==> config.mk <==
export PLATFORM = sky130hd
export DESIGN_NAME = rs_issue_queue
export DESIGN_NICKNAME = d
export VERILOG_FILES = /design/src/rtl/rs_pkg.sv /design/src/rtl/rs_tag_match.sv /design/src/rtl/rs_pick_oldest.sv /design/src/rtl/rs_first_free.sv /design/src/rtl/rs_issue_queue.sv
export SDC_FILE = /design/constraint.sdc
export NUM_CORES = 1
export LEC_CHECK = 0
export BUFFER_PORTS_ARGS = -buffer_cell sky130_fd_sc_hd__buf_2
export CAP_MARGIN = 20
export CORE_MARGIN = 10
export CORE_UTILIZATION = 56
export CTS_BUF_LIST = sky130_fd_sc_hd__clkbuf_8 sky130_fd_sc_hd__clkbuf_16
export DETAILED_ROUTE_END_ITERATION = 10
export PLACE_DENSITY = 0.82
export SLEW_MARGIN = 10
export SYNTH_ARGS = -nofsm -noshare
export SYNTH_HDL_FRONTEND = slang
export SYNTH_SLANG_ARGS = --single-unit
==> constraint.sdc <==
create_clock -name clk -period 83.4 [get_ports clk]
set_clock_uncertainty 0.2 [all_clocks]
set_input_delay 25.02 -clock clk [delete_from_list [all_inputs] [get_ports clk]]
set_output_delay 25.02 -clock clk [all_outputs]
set_load 0.005 [all_outputs]
==> src/rtl/rs_pkg.sv <==
package rs_pkg;
    parameter int RS_TAG_W = 6;
    parameter int RS_SEQ_W = 5;

    typedef logic [RS_TAG_W-1:0] tag_t;
    typedef logic [RS_SEQ_W-1:0] seq_t;

    // a is older than b when the modular difference is negative
    function automatic logic seq_before(seq_t a, seq_t b);
        seq_t diff;
        diff = a - b;
        return diff[RS_SEQ_W-1];
    endfunction
endpackage

==> src/rtl/rs_tag_match.sv <==
module rs_tag_match
    import rs_pkg::*;
#(
    parameter int NBC = 2
) (
    input  tag_t                  tag,
    input  logic [NBC-1:0]        bc_valid,
    input  logic [NBC*RS_TAG_W-1:0] bc_tag,
    output logic                  hit
);
    always_comb begin
        hit = 1'b0;
        for (int k = 0; k < NBC; k++) begin
            if (bc_valid[k] && (bc_tag[k*RS_TAG_W +: RS_TAG_W] == tag)) begin
                hit = 1'b1;
            end
        end
    end
endmodule

==> src/rtl/rs_pick_oldest.sv <==
module rs_pick_oldest
    import rs_pkg::*;
#(
    parameter int DEPTH = 8
) (
    input  logic [DEPTH-1:0]          req,
    input  logic [DEPTH*RS_SEQ_W-1:0] seqs,
    output logic [DEPTH-1:0]          gnt
);
    logic found;
    int   best;
    seq_t best_seq;

    always_comb begin
        found    = 1'b0;
        best     = 0;
        best_seq = '0;
        for (int i = 0; i < DEPTH; i++) begin
            if (req[i] && (!found || seq_before(seqs[i*RS_SEQ_W +: RS_SEQ_W], best_seq))) begin
                found    = 1'b1;
                best     = i;
                best_seq = seqs[i*RS_SEQ_W +: RS_SEQ_W];
            end
        end
        gnt = '0;
        if (found) begin
            gnt[best] = 1'b1;
        end
    end
endmodule

==> src/rtl/rs_first_free.sv <==
module rs_first_free #(
    parameter int DEPTH = 8
) (
    input  logic [DEPTH-1:0] used,
    output logic [DEPTH-1:0] slot,
    output logic             full
);
    logic seen;

    always_comb begin
        slot = '0;
        seen = 1'b0;
        for (int i = 0; i < DEPTH; i++) begin
            if (!used[i] && !seen) begin
                slot[i] = 1'b1;
                seen    = 1'b1;
            end
        end
        full = !seen;
    end
endmodule

==> src/rtl/rs_issue_queue.sv <==
module rs_issue_queue
    import rs_pkg::*;
#(
    parameter int DEPTH  = 8,
    parameter int NPORTS = 2,
    parameter int NBC    = 2,
    localparam int PORT_W = (NPORTS > 1) ? $clog2(NPORTS) : 1
) (
    input  logic                       clk,
    input  logic                       rst_n,
    input  logic                       ins_valid,
    output logic                       ins_ready,
    input  logic [RS_TAG_W-1:0]        ins_src_a,
    input  logic                       ins_src_a_rdy,
    input  logic [RS_TAG_W-1:0]        ins_src_b,
    input  logic                       ins_src_b_rdy,
    input  logic [RS_TAG_W-1:0]        ins_dst,
    input  logic [PORT_W-1:0]          ins_port,
    input  logic [RS_SEQ_W-1:0]        ins_seq,
    input  logic [NBC-1:0]             bc_valid,
    input  logic [NBC*RS_TAG_W-1:0]    bc_tag,
    input  logic [NPORTS-1:0]          port_busy,
    output logic [NPORTS-1:0]          iss_valid,
    output logic [NPORTS*RS_TAG_W-1:0] iss_dst,
    output logic [NPORTS*RS_TAG_W-1:0] iss_src_a,
    output logic [NPORTS*RS_TAG_W-1:0] iss_src_b,
    output logic [NPORTS*RS_SEQ_W-1:0] iss_seq,
    input  logic                       flush_valid,
    input  logic [RS_SEQ_W-1:0]        flush_seq
);
    typedef struct packed {
        logic              vld;
        tag_t              src_a;
        logic              rdy_a;
        tag_t              src_b;
        logic              rdy_b;
        tag_t              dst;
        seq_t              seq;
        logic [PORT_W-1:0] port;
    } entry_t;

    typedef struct packed {
        entry_t [DEPTH-1:0] ent;
    } state_t;

    state_t st_d, st_q;

    logic [DEPTH-1:0]          valid_vec;
    logic [DEPTH-1:0]          both_rdy_vec;
    logic [DEPTH-1:0]          hit_a, hit_b;
    logic [DEPTH-1:0]          eligible;
    logic [DEPTH-1:0]          slot;
    logic [DEPTH*RS_SEQ_W-1:0] seq_flat;
    logic [NPORTS*DEPTH-1:0]   req_flat;
    logic [NPORTS*DEPTH-1:0]   gnt_flat;
    logic                      full;
    logic                      ins_hit_a, ins_hit_b;

    // per-slot views and wakeup comparators
    for (genvar i = 0; i < DEPTH; i++) begin : g_slot
        assign valid_vec[i]    = st_q.ent[i].vld;
        assign both_rdy_vec[i] = st_q.ent[i].rdy_a & st_q.ent[i].rdy_b;
        assign seq_flat[i*RS_SEQ_W +: RS_SEQ_W] = st_q.ent[i].seq;

        rs_tag_match #(.NBC(NBC)) u_wake_a (
            .tag(st_q.ent[i].src_a), .bc_valid(bc_valid), .bc_tag(bc_tag), .hit(hit_a[i])
        );
        rs_tag_match #(.NBC(NBC)) u_wake_b (
            .tag(st_q.ent[i].src_b), .bc_valid(bc_valid), .bc_tag(bc_tag), .hit(hit_b[i])
        );
    end

    // incoming operation sees this cycle's broadcasts too
    rs_tag_match #(.NBC(NBC)) u_ins_a (
        .tag(ins_src_a), .bc_valid(bc_valid), .bc_tag(bc_tag), .hit(ins_hit_a)
    );
    rs_tag_match #(.NBC(NBC)) u_ins_b (
        .tag(ins_src_b), .bc_valid(bc_valid), .bc_tag(bc_tag), .hit(ins_hit_b)
    );

    rs_first_free #(.DEPTH(DEPTH)) u_free (
        .used(valid_vec), .slot(slot), .full(full)
    );

    assign ins_ready = !full && !flush_valid;

    // request matrix: registered readiness only, so wakeup takes one edge
    always_comb begin
        for (int i = 0; i < DEPTH; i++) begin
            eligible[i] = valid_vec[i] && both_rdy_vec[i] &&
                          !(flush_valid && seq_before(flush_seq, st_q.ent[i].seq));
        end
        for (int p = 0; p < NPORTS; p++) begin
            for (int i = 0; i < DEPTH; i++) begin
                req_flat[p*DEPTH + i] = eligible[i] && !port_busy[p] &&
                                        (st_q.ent[i].port == PORT_W'(p));
            end
        end
    end

    for (genvar p = 0; p < NPORTS; p++) begin : g_port
        rs_pick_oldest #(.DEPTH(DEPTH)) u_pick (
            .req(req_flat[p*DEPTH +: DEPTH]),
            .seqs(seq_flat),
            .gnt(gnt_flat[p*DEPTH +: DEPTH])
        );
    end

    // issue outputs: AND-OR mux on one-hot grants
    always_comb begin
        iss_valid = '0;
        iss_dst   = '0;
        iss_src_a = '0;
        iss_src_b = '0;
        iss_seq   = '0;
        for (int p = 0; p < NPORTS; p++) begin
            for (int i = 0; i < DEPTH; i++) begin
                if (gnt_flat[p*DEPTH + i]) begin
                    iss_valid[p]                         = 1'b1;
                    iss_dst[p*RS_TAG_W +: RS_TAG_W]      = st_q.ent[i].dst;
                    iss_src_a[p*RS_TAG_W +: RS_TAG_W]    = st_q.ent[i].src_a;
                    iss_src_b[p*RS_TAG_W +: RS_TAG_W]    = st_q.ent[i].src_b;
                    iss_seq[p*RS_SEQ_W +: RS_SEQ_W]      = st_q.ent[i].seq;
                end
            end
        end
    end

    // next state
    always_comb begin
        logic taken;
        st_d = st_q;
        for (int i = 0; i < DEPTH; i++) begin
            taken = 1'b0;
            for (int p = 0; p < NPORTS; p++) begin
                taken = taken | gnt_flat[p*DEPTH + i];
            end
            if (taken || (flush_valid && seq_before(flush_seq, st_q.ent[i].seq))) begin
                st_d.ent[i].vld = 1'b0;
            end
            if (hit_a[i]) st_d.ent[i].rdy_a = 1'b1;
            if (hit_b[i]) st_d.ent[i].rdy_b = 1'b1;
        end
        if (ins_valid && ins_ready) begin
            for (int i = 0; i < DEPTH; i++) begin
                if (slot[i]) begin
                    st_d.ent[i].vld   = 1'b1;
                    st_d.ent[i].src_a = ins_src_a;
                    st_d.ent[i].rdy_a = ins_src_a_rdy | ins_hit_a;
                    st_d.ent[i].src_b = ins_src_b;
                    st_d.ent[i].rdy_b = ins_src_b_rdy | ins_hit_b;
                    st_d.ent[i].dst   = ins_dst;
                    st_d.ent[i].seq   = ins_seq;
                    st_d.ent[i].port  = ins_port;
                end
            end
        end
    end

    always_ff @(posedge clk) begin
        if (!rst_n) begin
            st_q <= '0;
        end else begin
            st_q <= st_d;
        end
    end
endmodule

# Word-level counts from Yosys, hierarchy flattened

Cells that the tools add are included.
W data, S select, Z words.

Input bits: 51
Bits in registers: 216

$add $sub $neg: 22
Mux-type cells: 214
$lt $le $gt $ge: 4
Bitwise logic cells: 27
Reduce and logical (&&, ||, !) cells: 185
Eq/ne operators: 36

Operators by type and width:

| cell                 | count |
|---|---|
| $mux W6              | 48 |
| $eq A6 B6 Y1         | 36 |
| $mux W216            | 1 |
| $mux W27             | 8 |
| $mux W5              | 30 |
| $logic_and A1 B1 Y1  | 117 |
| $mux W1              | 111 |
| $sub A5 B5 Y5        | 22 |
| $logic_not A1 Y1     | 38 |
| $mux W3              | 8 |
| $logic_or A1 B1 Y1   | 22 |
| $mux W8              | 2 |
| $reduce_and A2 Y1    | 8 |
| $or A1 B1 Y1         | 10 |
| $not A1 Y1           | 9 |
| $and A1 B1 Y1        | 8 |
| $lt A3 B4 Y1 const B | 2 |
| $mux W2              | 4 |
| $demux W1 S3         | 2 |
| $ge A3 B1 Y1 const B | 2 |

# Longest topological paths before layout

Word-level depth: 48
Depth in mapped cells: 80
Depth with buffers taken out: 74

# Modules after synthesis

From an unflattened synthesis, not the netlist that was laid out.

Cells, all modules: 2643
Area, all modules: 19313.5 µm²

Modules (own cells, without submodules):

| module                             | area an instance (µm²) | cells each | seq. area each (µm²) | times used |
|---|---|---|---|---|
| rs_issue_queue                     | 12629.6                | 1714       | 4324.1               | 1 |
| rs_tag_match                       | 133.9                  | 17         | 0.0                  | 18 |
| rs_pick_oldest at g_port[0].u_pick | 2107.0                 | 305        | 0.0                  | 1 |
| rs_pick_oldest at g_port[1].u_pick | 2088.3                 | 305        | 0.0                  | 1 |
| rs_first_free                      | 78.8                   | 13         | 0.0                  | 1 |

# Worst setup path after synthesis

Ideal clock, no wire load.

Path kind: in2out
From: in flush_seq[1]
To: out iss_src_a[2]
Setup slack: 18586 ps
Buffers on the path: 6
Data arrival time: 39594 ps
Stages: 76
Data required time: 58180 ps
Cells stage by stage: ha_1 -> o211ai_1 -> nor4_1 -> nand4bb_1 -> buf_2 -> nor2_1 -> nand2_1 -> ha_1 -> or4b_1 -> a21oi_1 -> o22ai_1 -> nor3b_2 -> nor2_1 -> nand2_1 -> o21ai_0 -> inv_1 -> ha_1 -> a2111oi_0 -> [40 not listed] -> o21ai_1 -> a211oi_1 -> nor2_1 -> o21ai_1 -> clkbuf_1 -> o21ai_0 -> ha_1 -> a2111oi_0 -> nand2_1 -> a21oi_1 -> or4b_4 -> a211o_1 -> a31oi_4 -> and3_1 -> buf_4 -> buf_6 -> a2bb2oi_1 -> a31oi_1

Word-level cells in the longest chain between the ends: 48

Ends and longest elaborated chain:

| element                                                                   | line                               | source |
|---|---|---|
| start, declared                                                           | rs_issue_queue.sv:29               | `input logic [RS_SEQ_W-1:0] flush_seq` |
| $sub A5 B5 Y5                                                             | rs_pkg.sv:11                       | `diff = a - b;` |
| $logic_and A1 B1 Y1                                                       | rs_issue_queue.sv:91               | `!(flush_valid && seq_before(flush_seq, st_q.ent[i].seq));` |
| $logic_not A1 Y1                                                          | rs_issue_queue.sv:91               |  |
| $logic_and A1 B1 Y1                                                       | rs_issue_queue.sv:90               | `eligible[i] = valid_vec[i] && both_rdy_vec[i] &&` |
| $logic_and A1 B1 Y1 (2 in series)                                         | rs_issue_queue.sv:95               | `req_flat[p*DEPTH + i] = eligible[i] && !port_busy[p] &&` |
| $mux W5 / $mux W1 (equally long branches)                                 | rs_pick_oldest.sv:19               | `if (req[i] && (!found \|\| seq_before(seqs[i*RS_SEQ_W +: RS_SEQ_W], best_seq))) begin` |
| $sub A5 B5 Y5 / $logic_not A1 Y1 (equally long branches)                  | rs_pkg.sv:11, rs_pick_oldest.sv:19 |  |
| $logic_or A1 B1 Y1                                                        | rs_pick_oldest.sv:19               |  |
| [25 not listed]                                                           | n/a                                |  |
| $mux W3                                                                   | rs_pick_oldest.sv:19               |  |
| $lt A3 B4 Y1 (implied by the code) / $ge A3 B1 Y1 (equally long branches) | rs_pick_oldest.sv:27               | `gnt[best] = 1'b1;` |
| $logic_and A1 B1 Y1 (implied by the code)                                 | rs_pick_oldest.sv:27               |  |
| $mux W1 (implied by the code)                                             | rs_pick_oldest.sv:27               |  |
| $demux W1 S3                                                              | n/a                                |  |
| $mux W8 *                                                                 | rs_pick_oldest.sv:26               | `if (found) begin` |
| $mux W6 (7 in series)                                                     | rs_issue_queue.sv:118              | `if (gnt_flat[p*DEPTH + i]) begin` |
| $mux W6 *                                                                 | rs_issue_queue.sv:118              |  |
| end, declared                                                             | rs_issue_queue.sv:25               | `output logic [NPORTS*RS_TAG_W-1:0] iss_src_a,` |

Every way passes the cells marked *; elsewhere a longest branch is shown, timed or not.

# Worst setup path after layout

From: in flush_seq[1]
To: out iss_seq[2]

Word-level cells in the longest chain between the ends: 48

Ends and longest elaborated chain:

| element                                                                   | line                               | source |
|---|---|---|
| $sub A5 B5 Y5                                                             | rs_pkg.sv:11                       |  |
| $logic_and A1 B1 Y1                                                       | rs_issue_queue.sv:91               |  |
| $logic_not A1 Y1                                                          | rs_issue_queue.sv:91               |  |
| $logic_and A1 B1 Y1                                                       | rs_issue_queue.sv:90               |  |
| $logic_and A1 B1 Y1 (2 in series)                                         | rs_issue_queue.sv:95               |  |
| $mux W5 / $mux W1 (equally long branches)                                 | rs_pick_oldest.sv:19               |  |
| $sub A5 B5 Y5 / $logic_not A1 Y1 (equally long branches)                  | rs_pkg.sv:11, rs_pick_oldest.sv:19 |  |
| $logic_or A1 B1 Y1                                                        | rs_pick_oldest.sv:19               |  |
| [25 not listed]                                                           | n/a                                |  |
| $mux W3                                                                   | rs_pick_oldest.sv:19               |  |
| $lt A3 B4 Y1 (implied by the code) / $ge A3 B1 Y1 (equally long branches) | rs_pick_oldest.sv:27               |  |
| $logic_and A1 B1 Y1 (implied by the code)                                 | rs_pick_oldest.sv:27               |  |
| $mux W1 (implied by the code)                                             | rs_pick_oldest.sv:27               |  |
| $demux W1 S3                                                              | n/a                                |  |
| $mux W8 *                                                                 | rs_pick_oldest.sv:26               |  |
| $mux W5 (7 in series)                                                     | rs_issue_queue.sv:118              |  |
| $mux W5 *                                                                 | rs_issue_queue.sv:118              |  |
| end, declared                                                             | rs_issue_queue.sv:27               | `output logic [NPORTS*RS_SEQ_W-1:0] iss_seq,` |

Marked as above.

==> qor.yml <==
status: "finished, final reports clean"
p_comb_share_pct: 10.0
cts_resized: 0
async_flop_share_pct: 0
fmax_mhz: 14.4
seq_area_frac_synth_pct: 24.4
worst_slack_ns: 14.00
worstHoldPathType: "reg -> reg"
diodes: 0
fin_area_sq_um: 19100
arrival_ns: 44.18
synth_fp_nets: 2610
drive_gt1_share_pct: 9.23
final_hold_viol_count: 0
switchingPower_uw: 62.9
powerDensity_nw_per_um2: 12.5
hold_buffers: 0
cts.sinks: 216
vdd_ir_drop_max_v: 0.0000177
wl_met2_mm: 32.4
grt_usage_pct: 37.1
critPathTopFamily: "compound AO/OA/AOI/OAI gates"
start_kind: "input pin"
netlist.area_leader.share_pct: 24.4
path_common_cell: "nor2_1"
ys_types: 102
h-tree-depth: 1
maxCapViolations: 0
avgSynthCellArea_sq_um: 7.10
met1Wirelength_mm: 26.7
wl_met3_mm: 9.33
stdcell_count: 2884
routed_wl_mm: 75.0
required_ns: 58.18
slew_headroom_pct: 18.3
timing.setup.critical_path_class: "in -> out"
leakage_nw: 6.95
p_int_uw: 176
slew_viol_final: 0
die_area_sq_um: 39100
cpPeakStageDelay_ns: 0.96
grt_max_degree: 122
syn-cell-area_sq_um: 17700
antenna_found_initial: 2
seqPwrFrac_pct: 44.4
coreArea_sq_um: 31400
floorplan.io_pins: 100
layout.nets: 2583
synth_top_area_cell: "dfxtp_1"
place_congestion: 1.05
top_layer: "met5"
fin_tns_setup_ns: 0
timing.final.setup_violations: 0
crit_slowest_cell: "and3_1"
overflow: 0
netlist_instances: 2493
io_buffers: 99
cts_made_buffers: 23
p_total_uw: 239
clk_latency_ns: 0.54
cts.root.buffer_cell: "clkbuf_16"
dp_cells: 2841
cp_max_fo: 25
finalCritPeriodShare_pct: 83.2
ys.warnings.count: 0
die_x_um: 198
mostFrequentLayoutCells: "nand2_1, a21oi_1, dfxtp_1"
hold_slack_ns: 0.259
critPathCaptureType: "primary output"
drt_first_pass_iters: 6
cts_max_path_buffers: 3
period_minus_slack_ns: 69.40
hp-start: "st_q[91]$_SDFFE_PN0P_"
layout_commonest_cell: "nand2_1"
rsz0062_at_grt: "false"
dp.final_hpwl_mm: 51.8
grt_pass1_wl_mm: 113
avgRoutedWirePerCell_um: 26.0
worst_pin_slew_ns: 1.23
initialDrtViolationCount: 2588
switching_share_pct: 26.4
clk_pin_slew_ns: 0.07
synth_ff_type: "dfxtp_1"
drc: 0
grt_pass1_vias: 18800
synthTopCellsByArea: "dfxtp_1, nand2_1, a21oi_1"
synth_edf_count: 0
row_count: 65
fp.dieH_um: 198
worst-path-buf-inv: 5
pwr-share-clk_pct: 45.6
start_util_pct: 56.4
postCtsSetupBuffers: 0
viasPerCell: 6.90
post-place-ws_ns: 14.75
area_delta_synth_final_pct: 7.82
startpoint: "flush_seq[1]"
r2r_start: "seq_flat[3]$_SDFFE_PN0P_"
finish.utilization_pct: 60.8
ys_ff_latch: 216
num_vias: 19900
placed_area_sq_um: 18300
cts_tree: "yes"
antenna_left: 0
synth_stat cells (14+ instances only):
cell      instances
clkbuf_1        128
a21oi_1         313
nand2_1         549
nor4_1           59
inv_1            80
o21ai_0          79
mux2i_1          65
ha_1             66
a211oi_1         29
o21a_1           18
a221o_1          21
o211ai_1         15
a31oi_1          15
o22ai_1          21
buf_2            19
a21o_1           17
xor2_1          112
nor3_1           25
nand2b_1         21
nand3_1          41
nor2_1          140
dfxtp_1         216
xnor2_1         130
buf_1            30
and3_1           14
nand4_1          49
worst register-to-register path, delay by kind of cell, from the launching register on:
kind                     cells  cell delay [ns]
XOR/XNOR                     3             0.67
adder cells (fa/ha/maj)      8             2.24
AND/OR/NAND/NOR             21             4.55
multiplexers                 2             0.35
AO/OA/AOI/OAI               31             8.89
buffers and inverters        6             1.40
flip-flops                   1             0.51
power by group through the flow:
stage          combinational (mW)  sequential (mW)  clock (mW)
6_report                   0.0239            0.106       0.109
5_1_grt                    0.0251            0.106       0.112
4_1_cts                    0.0230            0.106       0.108
3_5_place_dp               0.0228            0.108           0
3_3_place_gp               0.0222            0.108           0
2_1_floorplan              0.0165            0.107           0
per-layer routing:
layer	global-route usage, %	vias up
li1	-	8686
met1	44.2	9156
met2	57.5	1567
met3	8.25	484
met4	27.7	2
met5	0	-
final timing paths:
check	slack, ns	end	cells after the start
min reg2reg	0.26	st_q[91]$_SDFFE_PN0P_	2
max	14.00	iss_seq[2]	70
min	0.26	st_q[91]$_SDFFE_PN0P_	2
max reg2reg	64.45	st_q[53]$_SDFF_PN0_	71
sequential cells by signal, indices dropped and copies added (netlist names):
signal and flops:
st_q 176, seq_flat 40
layout make-up:
class,count,area [sq um]
flip-flops and latches,216,4320
clock inverters,13,135
repair buffers,138,826
well taps,402,503
clock buffers,28,644
fillers,2884,12300
inverters,83,317
multi-input cells,2004,12300
logic make-up (layout without fill, tap and decap cells):
family          after synthesis  after routing  share of synthesized area [%]
simple gates                964            964                           24.4
compound gates              655            655                           23.6
buf+inv                     273            262                           6.23
xor+xnor                    246            246                           12.4
flops                       216            216                           24.4
mux                          73             73                           4.25
fa+ha+maj                    66             66                           4.67
(Power assumes the default switching activity.)
